--- config.mk ---
export PLATFORM = sky130hd
export DESIGN_NAME = carr_meas_latch
export DESIGN_NICKNAME = d
export VERILOG_FILES = /design/src/rtl/carr_meas_pkg.sv /design/src/rtl/cnco_acc.sv /design/src/rtl/xing_counter.sv /design/src/rtl/meas_snap.sv /design/src/rtl/carr_meas_latch.sv
export SDC_FILE = /design/constraint.sdc
export NUM_CORES = 1
export LEC_CHECK = 0
export BUFFER_PORTS_ARGS = -buffer_cell sky130_fd_sc_hd__buf_2
export CAP_MARGIN = 10
export CORE_AREA = 2 2 130 132
export CTS_CLUSTER_SIZE = 14
export DETAILED_ROUTE_END_ITERATION = 12
export DIE_AREA = 0 0 132 134
export REMOVE_ABC_BUFFERS = 1
export SYNTH_ARGS = -nofsm -noshare
export SYNTH_HDL_FRONTEND = slang
export SYNTH_HIERARCHICAL = 1
export SYNTH_SLANG_ARGS = --single-unit
--- constraint.sdc ---
create_clock -name clk -period 3.6 [get_ports clk]
set_clock_uncertainty 0.2 [all_clocks]
set_input_delay 0.18 -clock clk [delete_from_list [all_inputs] [get_ports clk]]
set_output_delay 0.18 -clock clk [all_outputs]
set_load 0.05 [all_outputs]
--- src/rtl/carr_meas_pkg.sv ---
package carr_meas_pkg;
    typedef enum logic [1:0] {
        SEL_CNT_HI = 2'd0,
        SEL_CNT_LO = 2'd1,
        SEL_PHASE  = 2'd2,
        SEL_RSVD   = 2'd3
    } rd_sel_e;
endpackage

--- src/rtl/cnco_acc.sv ---
module cnco_acc #(
    parameter int ACC_W = 32,
    parameter int PH_W  = 10
) (
    input  logic             clk,
    input  logic             rst_n,
    input  logic [ACC_W-1:0] fw_i,
    output logic [ACC_W-1:0] acc_o,
    output logic [PH_W-1:0]  phase_o,
    output logic             wrap_o
);
    typedef struct packed {
        logic [ACC_W-1:0] acc;
    } st_t;

    st_t st_d, st_q;
    logic [ACC_W:0] sum;

    always_comb begin
        sum        = {1'b0, st_q.acc} + {1'b0, fw_i};
        st_d.acc   = sum[ACC_W-1:0];
    end

    always_ff @(posedge clk or negedge rst_n) begin
        if (!rst_n) st_q <= '0;
        else        st_q <= st_d;
    end

    assign acc_o   = st_q.acc;
    assign phase_o = st_q.acc[ACC_W-1 -: PH_W];
    assign wrap_o  = sum[ACC_W];
endmodule

--- src/rtl/xing_counter.sv ---
module xing_counter #(
    parameter int CNT_W = 20
) (
    input  logic             clk,
    input  logic             rst_n,
    input  logic             wrap_i,
    input  logic             epoch_i,
    output logic [CNT_W-1:0] cnt_o
);
    typedef struct packed {
        logic [CNT_W-1:0] cnt;
    } st_t;

    st_t st_d, st_q;

    always_comb begin
        if (epoch_i) st_d.cnt = CNT_W'(wrap_i);
        else         st_d.cnt = st_q.cnt + CNT_W'(wrap_i);
    end

    always_ff @(posedge clk or negedge rst_n) begin
        if (!rst_n) st_q <= '0;
        else        st_q <= st_d;
    end

    assign cnt_o = st_q.cnt;
endmodule

--- src/rtl/meas_snap.sv ---
module meas_snap
    import carr_meas_pkg::*;
#(
    parameter int CNT_W  = 20,
    parameter int HI_W   = 4,
    parameter int PH_W   = 10,
    parameter int DATA_W = 16
) (
    input  logic              clk,
    input  logic              rst_n,
    input  logic              epoch_i,
    input  logic [CNT_W-1:0]  cnt_i,
    input  logic [PH_W-1:0]   phase_i,
    input  logic              rd_en_i,
    input  logic [1:0]        rd_addr_i,
    output logic [DATA_W-1:0] rd_data_o,
    output logic              rd_valid_o,
    output logic [CNT_W-1:0]  snap_cnt_o,
    output logic [PH_W-1:0]   snap_ph_o
);
    localparam int LO_W = CNT_W - HI_W;

    typedef struct packed {
        logic [CNT_W-1:0]  cnt;
        logic [PH_W-1:0]   ph;
        logic [DATA_W-1:0] rdata;
        logic              rvalid;
    } st_t;

    st_t st_d, st_q;
    logic [DATA_W-1:0] word;

    always_comb begin
        word = '0;
        case (rd_sel_e'(rd_addr_i))
            SEL_CNT_HI: word[HI_W-1:0] = st_q.cnt[CNT_W-1 -: HI_W];
            SEL_CNT_LO: word[LO_W-1:0] = st_q.cnt[LO_W-1:0];
            SEL_PHASE:  word[PH_W-1:0] = st_q.ph;
            default:    word = '0;
        endcase

        st_d        = st_q;
        st_d.rvalid = rd_en_i;
        st_d.rdata  = rd_en_i ? word : '0;
        if (epoch_i) begin
            st_d.cnt = cnt_i;
            st_d.ph  = phase_i;
        end
    end

    always_ff @(posedge clk or negedge rst_n) begin
        if (!rst_n) st_q <= '0;
        else        st_q <= st_d;
    end

    assign rd_data_o  = st_q.rdata;
    assign rd_valid_o = st_q.rvalid;
    assign snap_cnt_o = st_q.cnt;
    assign snap_ph_o  = st_q.ph;
endmodule

--- src/rtl/carr_meas_latch.sv ---
module carr_meas_latch #(
    parameter int ACC_W  = 32,
    parameter int PH_W   = 10,
    parameter int CNT_W  = 20,
    parameter int HI_W   = 4,
    parameter int DATA_W = 16
) (
    input  logic              clk,
    input  logic              rst_n,
    input  logic [ACC_W-1:0]  freq_word_i,
    input  logic              epoch_i,
    input  logic              rd_en_i,
    input  logic [1:0]        rd_addr_i,
    output logic [DATA_W-1:0] rd_data_o,
    output logic              rd_valid_o
);
    logic [ACC_W-1:0] acc_w;
    logic [PH_W-1:0]  phase_w;
    logic             wrap_w;
    logic [CNT_W-1:0] cnt_w;
    logic [CNT_W-1:0] snap_cnt_w;
    logic [PH_W-1:0]  snap_ph_w;

    cnco_acc #(.ACC_W(ACC_W), .PH_W(PH_W)) u_nco (
        .clk(clk), .rst_n(rst_n), .fw_i(freq_word_i),
        .acc_o(acc_w), .phase_o(phase_w), .wrap_o(wrap_w)
    );

    xing_counter #(.CNT_W(CNT_W)) u_cnt (
        .clk(clk), .rst_n(rst_n), .wrap_i(wrap_w),
        .epoch_i(epoch_i), .cnt_o(cnt_w)
    );

    meas_snap #(.CNT_W(CNT_W), .HI_W(HI_W), .PH_W(PH_W), .DATA_W(DATA_W)) u_snap (
        .clk(clk), .rst_n(rst_n), .epoch_i(epoch_i),
        .cnt_i(cnt_w), .phase_i(phase_w),
        .rd_en_i(rd_en_i), .rd_addr_i(rd_addr_i),
        .rd_data_o(rd_data_o), .rd_valid_o(rd_valid_o),
        .snap_cnt_o(snap_cnt_w), .snap_ph_o(snap_ph_w)
    );
endmodule

==> run summary <==
Outcome -> completed
Final Max Tran Viols -> 0
Worst Reg-to-Reg Cells -> 13
Tmin final -> 3.443 ns
Worst-path fanout max -> 5
Crit path launch type -> register
Actual slew at the worst max-slew pin -> 0.8151 ns
Grt total ovfl -> 0
Insertion delay to the later sink of the worst-skew pair -> 0.35 ns
Post-synth EDFFs -> 0
Worst Setup End Kind -> register
Die Y -> 134 um
First DRT Iteration DRCs -> 284
Routed Antenna Nets -> 0
Area contributors post-synth -> dfrtp_1 (43%), ha_1 (8.3%), mux2_4 (7.9%), xnor2_1 (4.1%), nor2_1 (3.2%)
Maximum clock rate -> 290.4 MHz
Kind of critical path -> register to register
DP Worst Slack -> -0.01987 ns
Die Width -> 132 um
IO Port Bufs -> 54
Via count -> 4258
GRT Util Overall -> 14.98%
Synth Register Bits -> 99
Leakage Power -> 3.153 nW
Sequential fraction of the synthesis area -> 43.29%
Crit Reg-Reg Startpoint -> u_nco/acc_o[0]$_DFF_PN0_
CP Data Arrival Time -> 3.48 ns
Worst r2r dst -> u_cnt/cnt_o[17]$_DFF_PN0_
Final Setup Violations -> 0
Nets -> 668
Req. time, crit path -> 3.64 ns
CTS tree -> done
Pre-Repair DR Iteration Count -> 5
Ys Warns -> 6
CP startpoint -> u_nco/acc_o[0]$_DFF_PN0_
MaxCap Viol Count -> 0
Site row count -> 47
Initial antenna violation count -> 1
Clock Path Buffers -> 2
CTS buffer count -> 9
First-pass GRT wire length -> 21.37 mm
Layout area overhead -> 16.62%
Pwr Total -> 5.098 mW
I/O pin count -> 55
Root Driver -> clkbuf_16
Die area -> 0.01769 sq mm
Share of layout cells above drive strength 1 -> 26.05%
Setup TNS -> 0 ns
Slew margin rel. -> 45.66%
Vias in the first global route -> 4422
Yosys top cell by area -> dfrtp_1
Placed cell count -> 792
Ys async rst share -> 100.0%
Routability cong. -> 0.9107
Final Hold Fails -> 0
Dominant synthesized flop cell -> dfrtp_1
Top-area cell type share of the netlist area -> 43.29%
VDD IR max -> 0.3534 mV
Fin cells -> 816
DR DRC count -> 0
Largest net degree at the start of global routing -> 65
Power per cell area -> 763.8 mW/mm^2
Final wirelength -> 12.75 mm
CTS sink cnt -> 99
Post-synthesis cell type count -> 62
DR WL/cell -> 15.63 um
DPL Wire Length -> 9.419 mm
Via density -> 5.218
Starting density of the core -> 35.13%
Post-Synthesis Cells -> 528
Setup WS post-layout -> 0.1567 ns
Clk pin slew, worst setup/hold paths -> 0.07 ns
Internal reg-to-reg setup slack -> 0.16 ns
Syn avg cell area -> 10.84 sq um
CORE AREA -> 0.01629 sq mm
CTS H-tree lvls -> 3
Critical path endpoint -> u_cnt/cnt_o[17]$_DFF_PN0_
Synthesized cell area -> 0.005723 sq mm
Worst min path class -> input port to register
Final critical-path share of the clock period -> 95.65%
[worst min path at each step]
stage / slack (ns) / cells after the start / end / from
after detailed placement: 0.14 / 1 / u_snap/rd_data_o[10]$_DFF_PN0_ / rst_n
after floorplan: -0.32 / 0 / u_cnt/cnt_o[0]$_DFF_PN0_ / rst_n
after global placement: 0.13 / 1 / u_snap/rd_data_o[10]$_DFF_PN0_ / rst_n
final: 0.04 / 3 / u_nco/acc_o[17]$_DFF_PN0_ / freq_word_i[17]
after global routing: 0.05 / 3 / u_nco/acc_o[17]$_DFF_PN0_ / freq_word_i[17]
after CTS: 0.03 / 3 / u_nco/acc_o[2]$_DFF_PN0_ / freq_word_i[2]
[synth_stat cells, drive strengths merged, types with 11 or more instances]
library cell and instances:
inv 11, buf 20, nor3 13, xnor2 27, nand2 24, ha 38, dfrtp 99, nand3 17
a21oi 38, a21o 16, mux2 34, xor2 13, nor2 49, o21ai 16, and3 12
[cell usage in the layout, fill, tap and decap left out, drive strengths merged, types with 3 or more instances in the layout]
cell / synthesis / layout
dfrtp: 99 / 99
and3: 12 / 12
or3: 4 / 4
ha: 38 / 38
clkbuf: 7 / 9
inv: 11 / 14
nor4: 6 / 6
buf: 20 / 75
a211oi: 7 / 7
a21o: 16 / 16
o2111ai: 3 / 3
nand3: 17 / 17
nand2: 24 / 24
nor2: 49 / 49
a21oi: 38 / 38
nand4: 8 / 8
a22oi: 6 / 6
o31ai: 3 / 3
or2: 3 / 3
dlygate4sd3: 0 / 4
o21a: 4 / 4
a222oi: 4 / 4
xor2: 13 / 13
and2: 5 / 5
nor2b: 4 / 4
xnor2: 27 / 27
a31oi: 5 / 5
nor3: 13 / 13
o21ai: 16 / 16
mux2: 34 / 34
o211ai: 8 / 8
[stage by stage]
step           area [sq um]  utilization, %  hold slack, ns
2_1_floorplan          5523               -         -0.3156
3_3_place_gp           6198           38.05          0.1327
3_5_place_dp           6198           38.05          0.1351
4_1_cts                6540           40.15         0.02764
5_1_grt                6671           40.96         0.05091
6_report               6674           40.97         0.03760
[cell type report]
cell class,instances,area [sq um]
inverter,11,41.29
clock inverter,6,72.57
antenna,1,2.502
tap,220,275.3
fill,1570,9615
timing repair buffer,79,470.5
multi-input combinational,391,3109
sequential,99,2477
clock buffer,9,225.2
[sequential cells by signal (all words and copies together) (netlist names)]
| register | flops |
|---|---|
| u_snap/snap_ph_o | 10 |
| u_cnt/cnt_o | 20 |
| u_snap/snap_cnt_o | 20 |
| u_nco/acc_o | 32 |
| u_snap/rd_valid_o | 1 |
| u_snap/rd_data_o | 16 |
[worst max-delay path: stages (launching register included)]
cell and delay (ns):
dfrtp_1 0.33, ha_2 0.19, fa_2 0.24, a211oi_2 0.09
o211ai_1 0.36, a21oi_2 0.12, nor3_2 0.18, o21ai_1 0.12
a21oi_2 0.26, ha_2 0.27, nand4_4 0.15, nor4_4 0.37
nand3_1 0.12, mux2_1 0.32
[power by group]
group	switching [mW]	leakage (nW)	internal (mW)
sequential	0.151	1.28	1.41
clock	0.442	0.148	0.545
combinational	1.39	1.72	1.16
total	1.99	3.15	3.11
[kinds of logic (layout without fill, tap and decap cells)]
family                   after synthesis  count (layout)  synth area share (%)
AND/OR/NAND/NOR                      151             151                 13.77
AO/OA/AOI/OAI                        127             127                 15.28
flip-flops                            99              99                 43.29
XOR/XNOR                              40              40                 6.122
adder cells (fa/ha/maj)               39              39                 8.658
buffers and inverters                 38             105                 4.220
multiplexers                          34              34                 8.658
other                                  0               1                     0
[metal layers]
| layer | vias up | global-route usage, % | share of wire, % |
|---|---|---|---|
| li1 | 2056 | - | - |
| met1 | 2085 | 17.90 | 43 |
| met2 | 100 | 26.42 | 51 |
| met3 | 17 | 3.666 | 3.9 |
| met4 | 0 | 5.072 | 1.7 |
| met5 | - | 0 | 0 |
[repair_timing]
item                                    4_1_cts  5_1_grt
endpoints found under the setup margin        2       15
hold endpoints to repair                     65        0
hold buffers                                  4        0
buffers inserted                              0        4
pin swaps                                     0        9
resized for setup                             1       21
Note: power is estimated with default switching activity, not from simulation.
